<file path="src/rtl/dispatch_filter_pkg.sv">
package dispatch_filter_pkg;

    // Route chosen for one slot before the in-order walk is applied.
    typedef enum logic [1:0] {
        SC_EMPTY  = 2'd0,
        SC_QUEUE  = 2'd1,
        SC_BYPASS = 2'd2
    } slot_class_e;

endpackage

</file>
<file path="src/rtl/dfq_slot_class.sv">
module dfq_slot_class
    import dispatch_filter_pkg::*;
(
    input  logic        vld_i,
    input  logic        mem_i,
    input  logic        nspec_i,
    input  logic        nop_i,
    output slot_class_e cls_o
);

    always_comb begin
        if (!vld_i)
            cls_o = SC_EMPTY;
        else if (mem_i || nspec_i || nop_i)
            cls_o = SC_BYPASS;
        else
            cls_o = SC_QUEUE;
    end

endmodule

</file>
<file path="src/rtl/dfq_walk.sv">
module dfq_walk
    import dispatch_filter_pkg::*;
#(
    parameter int SLOTS  = 4,
    parameter int FREE_W = 6,
    parameter int USED_W = 3
) (
    input  logic                     gate_i,
    input  slot_class_e [SLOTS-1:0]  cls_i,
    input  logic [FREE_W-1:0]        free_i,
    output logic [SLOTS-1:0]         ins_o,
    output logic [SLOTS-1:0]         tail_o,
    output logic                     halt_o,
    output logic [USED_W-1:0]        used_o
);

    logic              run;
    logic [FREE_W-1:0] room;
    logic [USED_W-1:0] cnt;

    always_comb begin
        ins_o  = '0;
        tail_o = '0;
        halt_o = 1'b0;
        run    = gate_i;
        room   = free_i;
        cnt    = '0;
        for (int i = 0; i < SLOTS; i++) begin
            if (run) begin
                unique case (cls_i[i])
                    SC_EMPTY: run = 1'b0;
                    SC_BYPASS: begin
                        tail_o[i] = 1'b1;
                        cnt       = cnt + USED_W'(1);
                    end
                    SC_QUEUE: begin
                        if (room == '0) begin
                            halt_o = 1'b1;
                            run    = 1'b0;
                        end else begin
                            ins_o[i] = 1'b1;
                            room     = room - FREE_W'(1);
                            cnt      = cnt + USED_W'(1);
                        end
                    end
                    default: run = 1'b0;
                endcase
            end
        end
        used_o = cnt;
    end

endmodule

</file>
<file path="src/rtl/dfq_out_reg.sv">
module dfq_out_reg #(
    parameter int SLOTS  = 4,
    parameter int USED_W = 3
) (
    input  logic              clk,
    input  logic              rst_n,
    input  logic [SLOTS-1:0]  ins_d,
    input  logic [SLOTS-1:0]  tail_d,
    input  logic              halt_d,
    input  logic [USED_W-1:0] used_d,
    output logic [SLOTS-1:0]  ins_q,
    output logic [SLOTS-1:0]  tail_q,
    output logic              halt_q,
    output logic [USED_W-1:0] used_q
);

    always_ff @(posedge clk or negedge rst_n) begin
        if (!rst_n) begin
            ins_q  <= '0;
            tail_q <= '0;
            halt_q <= 1'b0;
            used_q <= '0;
        end else begin
            ins_q  <= ins_d;
            tail_q <= tail_d;
            halt_q <= halt_d;
            used_q <= used_d;
        end
    end

    // a slot never takes both routes
    a_r4_route_excl: assert property (@(posedge clk) disable iff (!rst_n)
        (ins_q & tail_q) == '0);

    // consumed slots form a run from slot 0
    a_r2_prefix: assert property (@(posedge clk) disable iff (!rst_n)
        (((ins_q | tail_q) + SLOTS'(1)) & (ins_q | tail_q)) == '0);

endmodule

</file>
<file path="src/rtl/dispatch_filter.sv">
module dispatch_filter
    import dispatch_filter_pkg::*;
#(
    parameter int SLOTS    = 4,
    parameter int IQ_DEPTH = 32,
    localparam int FREE_W  = $clog2(IQ_DEPTH + 1),
    localparam int USED_W  = $clog2(SLOTS + 1)
) (
    input  logic              clk,
    input  logic              rst_n,
    input  logic              en_i,
    input  logic              cmt_stall_i,
    input  logic              cmt_squash_i,
    input  logic [SLOTS-1:0]  vld_i,
    input  logic [SLOTS-1:0]  mem_i,
    input  logic [SLOTS-1:0]  nspec_i,
    input  logic [SLOTS-1:0]  nop_i,
    input  logic [FREE_W-1:0] free_i,
    output logic [SLOTS-1:0]  ins_o,
    output logic [SLOTS-1:0]  tail_o,
    output logic [SLOTS-1:0]  fin_o,
    output logic              halt_o,
    output logic [USED_W-1:0] used_o
);

    slot_class_e [SLOTS-1:0] cls;
    logic                    gate;
    logic [SLOTS-1:0]        ins_d;
    logic [SLOTS-1:0]        tail_d;
    logic                    halt_d;
    logic [USED_W-1:0]       used_d;

    assign gate = en_i && !cmt_stall_i && !cmt_squash_i;

    for (genvar s = 0; s < SLOTS; s++) begin : g_slot
        dfq_slot_class u_cls (
            .vld_i   (vld_i[s]),
            .mem_i   (mem_i[s]),
            .nspec_i (nspec_i[s]),
            .nop_i   (nop_i[s]),
            .cls_o   (cls[s])
        );
    end

    dfq_walk #(
        .SLOTS  (SLOTS),
        .FREE_W (FREE_W),
        .USED_W (USED_W)
    ) u_walk (
        .gate_i (gate),
        .cls_i  (cls),
        .free_i (free_i),
        .ins_o  (ins_d),
        .tail_o (tail_d),
        .halt_o (halt_d),
        .used_o (used_d)
    );

    dfq_out_reg #(
        .SLOTS  (SLOTS),
        .USED_W (USED_W)
    ) u_oreg (
        .clk    (clk),
        .rst_n  (rst_n),
        .ins_d  (ins_d),
        .tail_d (tail_d),
        .halt_d (halt_d),
        .used_d (used_d),
        .ins_q  (ins_o),
        .tail_q (tail_o),
        .halt_q (halt_o),
        .used_q (used_o)
    );

    // Finished mark accompanies every bypass-route slot.
    assign fin_o = tail_o;

    // Becomes true once a full cycle of valid inputs has been sampled.
    logic chk_live;
    always_ff @(posedge clk or negedge rst_n) begin
        if (!rst_n) chk_live <= 1'b0;
        else        chk_live <= 1'b1;
    end

    // a gated cycle yields nothing
    a_r8_gated_idle: assert property (@(posedge clk) disable iff (!rst_n)
        (chk_live && $past(!en_i || cmt_stall_i || cmt_squash_i))
        |-> (ins_o == '0 && tail_o == '0 && !halt_o && used_o == '0));

    // never more insertions than free entries presented
    a_r7_ins_bound: assert property (@(posedge clk) disable iff (!rst_n)
        chk_live |-> ($countones(ins_o) <= int'($past(free_i))));

    // consumed count matches the strobes
    a_r9_used_match: assert property (@(posedge clk) disable iff (!rst_n)
        $countones(ins_o | tail_o) == int'(used_o));

    // a halt leaves at least one slot unconsumed
    a_r5_halt_partial: assert property (@(posedge clk) disable iff (!rst_n)
        halt_o |-> (int'(used_o) < SLOTS));

endmodule

</file>
<file path="config.mk">
export PLATFORM = sky130hd
export DESIGN_NAME = dispatch_filter
export DESIGN_NICKNAME = d
export VERILOG_FILES = /design/src/rtl/dispatch_filter_pkg.sv /design/src/rtl/dfq_slot_class.sv /design/src/rtl/dfq_walk.sv /design/src/rtl/dfq_out_reg.sv /design/src/rtl/dispatch_filter.sv
export SDC_FILE = /design/constraint.sdc
export NUM_CORES = 1
export LEC_CHECK = 0
export ABC_AREA = 0
export BUFFER_PORTS_ARGS = -buffer_cell sky130_fd_sc_hd__buf_2
export CAP_MARGIN = 15
export CORE_MARGIN = 3
export CORE_UTILIZATION = 45
export CTS_CLUSTER_DIAMETER = 40
export DETAILED_ROUTE_END_ITERATION = 8
export PLACE_DENSITY = 0.82
export SLEW_MARGIN = 20
export SYNTH_ARGS = -nofsm -noshare
export SYNTH_HDL_FRONTEND = slang
export SYNTH_SLANG_ARGS = --single-unit
</file>
<file path="constraint.sdc">
create_clock -name clk -period 1.5 [get_ports clk]
set_input_delay 0.3 -clock clk [delete_from_list [all_inputs] [get_ports clk]]
set_output_delay 0.3 -clock clk [all_outputs]
set_load 0.02 [all_outputs]
</file>
== Yosys cells after proc, flatten, opt, wreduce, memory -nomap -nowiden ==
Cells that the tools add are included.
Cells by class
  add/sub/neg operators: 6
  muxes and demuxes: 67
  eq/ne operators: 8
  reduce and logical (&&, ||, !) cells: 16
Operators with widths (count)
  two-way mux 6 bit: 9
  two-way mux 1 bit: 36
  zero test 6 bit: 4
  case mux 3 bit (2 select lines): 4
  two-way mux 3 bit: 7
  subtractor 6 x 1 -> 6 bit, second input constant: 3
  two-way mux 2 bit: 8
  adder 3 x 1 -> 3 bit, second input constant: 3
  == test 2 x 1 -> 1 bit, second input constant: 4
  == test 2 bit, second input constant: 4
  logical OR 1 bit: 8
  case mux 1 bit (2 select lines): 3
  logical AND 1 bit: 2
  zero test 1 bit: 2
Word-level totals
  logic and storage cells: 101
  input port bits: 27
  flip-flop bits (word level): 12

== Depth between registers and ports, before layout ==
  word-level depth: 19
  mapped depth: 20
  depth with buffers taken out: 20

== By module ==
From an unflattened synthesis, not the netlist that was laid out.
Second synthesis, totals
  cell total of the unflattened synthesis: 238
  area, all modules: 2018.2 um^2
By module, submodules not included
  dfq_walk: instances 1, area an instance 1580.3 um^2, cells an instance 213
  dfq_out_reg: instances 1, area an instance 300.3 um^2, cells an instance 12
  dfq_slot_class: instances 4, area an instance 23.8 um^2, cells an instance 2
  dispatch_filter: instances 1, area an instance 42.5 um^2, cells an instance 5

== Worst setup path after synthesis ==
OpenSTA, ideal clock, no wires.
  path type: input to register
  start point: input port free_i[0]
  end point: register u_oreg.used_q[1]
  arrival: 3.893 ns
  path buffers: 0
  data required time: 1.375 ns
  slack: -2.518 ns
  stages: 18
  cells stage by stage: inv_1 ha_1 nor3b_2 a211oi_2 xnor2_1 ha_1 o211ai_2 or4_4 nand2_2 xnor2_1 ha_1 o21ai_1 a2111o_1 and2_1 nor2_1 inv_1 ha_1 mux2_4
Between the ends
  cells in the longest elaborated chain, start to end: 16
RTL lines
  from (decl): RTL line dispatch_filter.sv:18  | input logic [FREE_W-1:0] free_i,
  subtractor 6 x 1 -> 6 bit or zero test 6 bit (tied branches): RTL line dfq_walk.sv:42, dfq_walk.sv:37
  two-way mux 6 bit or two-way mux 1 bit (tied branches): RTL line dfq_walk.sv:37  | if (room == '0) begin
  two-way mux 6 bit or case mux 3 bit (2 select lines) (tied branches): RTL line dfq_walk.sv:30  | unique case (cls_i[i])
  two-way mux 6 bit or two-way mux 3 bit (tied branches): RTL line dfq_walk.sv:29  | if (run) begin
  subtractor 6 x 1 -> 6 bit (tied with other cells): RTL line dfq_walk.sv:42  | room = room - FREE_W'(1);
  two-way mux 6 bit or two-way mux 3 bit (tied branches): RTL line dfq_walk.sv:37
  two-way mux 6 bit or case mux 3 bit (2 select lines) (tied branches): RTL line dfq_walk.sv:30
  two-way mux 6 bit or two-way mux 3 bit (tied branches): RTL line dfq_walk.sv:29
  subtractor 6 x 1 -> 6 bit (tied with other cells): RTL line dfq_walk.sv:42
  two-way mux 6 bit or two-way mux 3 bit (tied branches): RTL line dfq_walk.sv:37
  two-way mux 6 bit or case mux 3 bit (2 select lines) (tied branches): RTL line dfq_walk.sv:30
  two-way mux 6 bit or two-way mux 3 bit (tied branches): RTL line dfq_walk.sv:29
  zero test 6 bit or adder 3 x 1 -> 3 bit (tied branches): RTL line dfq_walk.sv:37, dfq_walk.sv:34, dfq_walk.sv:43
  two-way mux 3 bit: RTL line dfq_walk.sv:37
  case mux 3 bit (2 select lines): RTL line dfq_walk.sv:30
  two-way mux 3 bit (*): RTL line dfq_walk.sv:29
  net u_oreg.used_d[1]: RTL line dfq_out_reg.sv:10  | input logic [USED_W-1:0] used_d,
  to (signal assigned): RTL line dfq_out_reg.sv:27  | used_q <= used_d;
  to (decl): RTL line dfq_out_reg.sv:14  | output logic [USED_W-1:0] used_q
The timed path passes the listed nets; every way through them passes the cells marked *.

== Final worst setup path ==
  start point: input port free_i[2]
  end point: register u_oreg.used_q[1]
The elaborated chain is that of the path after synthesis.

==> results.toml <==
[drt]
first_iter_violations = 214
wl_per_cell_microns = 24.4
via_per_inst = 6.60
drc = 0
vias = 1935
ant_nets = 0
wirelength_microns = 7160
dr.pass1.iters = 5

[synth]
synth_area_leader_cell = "dfrtp_1"
synth_seq_cells = 12
synth.avg_cell_area_sq_um = 8.84
synth_area_sq_um = 1290
ys_warn_count = 0
synthCells = 146
ys_seq_area_frac = 0.233
synth_cell_type_count = 56
syn-num-nets = 181
synthTopCellsByArea = "dfrtp_1 23%, ha_1 7.8%, nor2_1 4.7%, nor3_1 3.5%, mux2_2 3.5%"
synth_top_area_frac = 0.233

[final_layout]
area_growth_pct = 86.9
layout_commonest_cell = "buf_4"
fillers = 86
diodes = 0
final_core_util = 0.932
nets = 299
mostFrequentLayoutCells = "68 x buf_4, 37 x buf_2, 14 x nor2_1, 12 x buf_6, 12 x dfrtp_1"
drive_gt1_frac = 0.662
design_area_sq_um = 2410

[timing]
post-route-period-util = 2.48
min_period_ps = 3710
worstMarginPinSlew_ps = 486
drv_slew = 0
final-hold-violation-count = 0
fmax_ghz = 0.269
setup_tns_ps = -16270
worst_slack_ps = -2210
relSlewSlack = 0.674
rsz0062_at_grt = "yes"
report.final.setup_viol = 9
whs_ps = 293

[global_routing]
gr-usage-all-layers = 0.330
grt_start_max_net_pins = 13
globalRouteOverflowTotal = 0
grt_pass1_vias = 1801
antenna_found_initial = 0
grt_pass1_wl_microns = 8730

[clocking]
clock_path_buffers = 2
h-tree-depth = 1
cts_buffers = 3
cts_tree = "built"
clkSinkCount = 12
root_buffer = "clkbuf_4"
cts.reportedPaths.clkPinSlew_ps = 70

[critical_path]
path_buf_inv = 2
critical_path_required_ps = 1660
cp_cell_sequence = "buf_2 -> or4_4 -> nor4_4 -> mux2_4 -> or4_4 -> nand2_4 -> mux2_4 -> ha_4 -> o21ai_4 -> a2111o_1 -> and2_4 -> nor2_4 -> inv_2 -> ha_4 -> mux2_4"
path_max_fanout = 3
arrival_ps = 3870
worstSetupPathType = "input port to register"
crit_top_cell = "mux2_4"
endpoint_kind = "register"
cp_slowest_stage_delay_ps = 540
crit_family = "simple AND/OR/NAND/NOR gates"
worst_path_max_delay_cell = "or4_4"
start_kind = "input port"

[floorplanning]
core_sq_um = 2590
fp.dieH_microns = 59.6
die_w_microns = 59.6
pin_count = 43
start_util = 0.499
dieArea_sq_um = 3550
fp-row-count = 18

[worst_hold_path]
hold_start = "vld_i[3]"
hold_depth = 2
hold_path.class = "input port to register"
hold_path_end = "u_oreg.used_q[0]"

[power_and_ir_drop]
p_int_mw = 0.663
p_seq_frac = 0.334
p_per_area_nw_per_um2 = 405
total_power_mw = 0.978
clkPwrFrac = 0.262
p_sw_mw = 0.315
power_leakage_nw = 1.15
p_sw_frac = 0.322
pwr-share-comb = 0.405
vdd_drop_max_v = 0.000680

[status]
violations = "negative setup slack"
outcome = "finished, violations left"

[place]
portBuffers = 42
dpl_cell_area_sq_um = 2040
place_congestion = 0.947
dp_hpwl_microns = 3740

[run]
drv_cap = 0
==> synth_stat cells, drive strengths merged <==
cell type  count
a2111o         2
a211oi         3
a21boi         3
a21o           1
a21oi          9
a31oi          2
and2           6
and3           3
and4bb         1
buf            5
dfrtp         12
ha             8
inv            8
mux2           5
mux2i          3
nand2          8
nand2b         2
nand3          5
nand4          2
nand4b         1
nand4bb        2
nor2          16
nor2b          1
nor3          10
nor3b          1
nor4           4
nor4b          1
o211ai         3
o21a           1
o21ai          5
o21bai         1
o22a           1
or2            1
or3            1
or3b           1
or4            4
or4b           1
xnor2          2
xor2           1
==> per-layer routing <==
| metal | global-route usage | vias to the layer above | routed length (microns) |
|---|---|---|---|
| met5 | 0 | - | 0 |
| met4 | 0.123 | 0 | 534 |
| met3 | 0.0610 | 68 | 802 |
| met2 | 0.552 | 197 | 3240 |
| met1 | 0.420 | 890 | 2590 |
| li1 | - | 780 | - |
==> power groups by stage <==
| stage | clock, mW | combinational, mW | sequential (mW) |
|---|---|---|---|
| after floorplan | 0 | 0.130 | 0.336 |
| after global placement | 0 | 0.285 | 0.333 |
| after detailed placement | 0 | 0.301 | 0.333 |
| after CTS | 0.250 | 0.341 | 0.326 |
| final | 0.256 | 0.396 | 0.327 |
| after global routing | 0.266 | 0.411 | 0.327 |
==> through the flow <==
stage / std cells / worst slack [ps]
after floorplan: 146 / -2310
after global routing: 293 / -2290
final: 293 / -2210
after detailed placement: 269 / -2570
after CTS: 286 / -2040
after global placement: 269 / -2400
==> worst max path at each step <==
stage	from	end	cells after the start
after global placement	free_i[0]	u_oreg.used_q[1]	15
final	free_i[2]	u_oreg.used_q[1]	15
after global routing	free_i[2]	u_oreg.used_q[1]	15
after detailed placement	free_i[0]	u_oreg.used_q[1]	15
after floorplan	nop_i[0]	u_oreg.used_q[1]	16
after CTS	nspec_i[0]	u_oreg.used_q[1]	17
==> state kept, by name, summed over array words and instances, names as in the netlist <==
| signal | count |
|---|---|
| u_oreg.halt_q | 1 |
| u_oreg.ins_q | 4 |
| u_oreg.tail_q | 4 |
| u_oreg.used_q | 3 |
==> cell type report <==
class                      instances  area [sq um]  area share
sequential                        12           300       0.124
tap                               30          37.5      0.0156
inverter                           8          32.5      0.0135
clock buffer                       4          36.3      0.0150
multi-input combinational        121          1170       0.483
timing repair buffer             118           841       0.348
==> cell families after synthesis <==
kind of cell | Yosys count | synth area share
xor+xnor | 3 | 0.0204
mux | 8 | 0.0698
fa+ha+maj | 8 | 0.0775
compound gates | 31 | 0.179
buf+inv | 13 | 0.0504
flops | 12 | 0.233
simple gates | 71 | 0.370
==> repair_timing <==
item / CTS / global route
gates resized for setup: 30 / 9
hold buffers: 1 / 0
endpoints found under the hold margin: 12 / 0
pin swaps: 14 / 10
setup buffers: 13 / 9
endpoints found under the setup margin: 10 / 10
(Power assumes the default switching activity.)
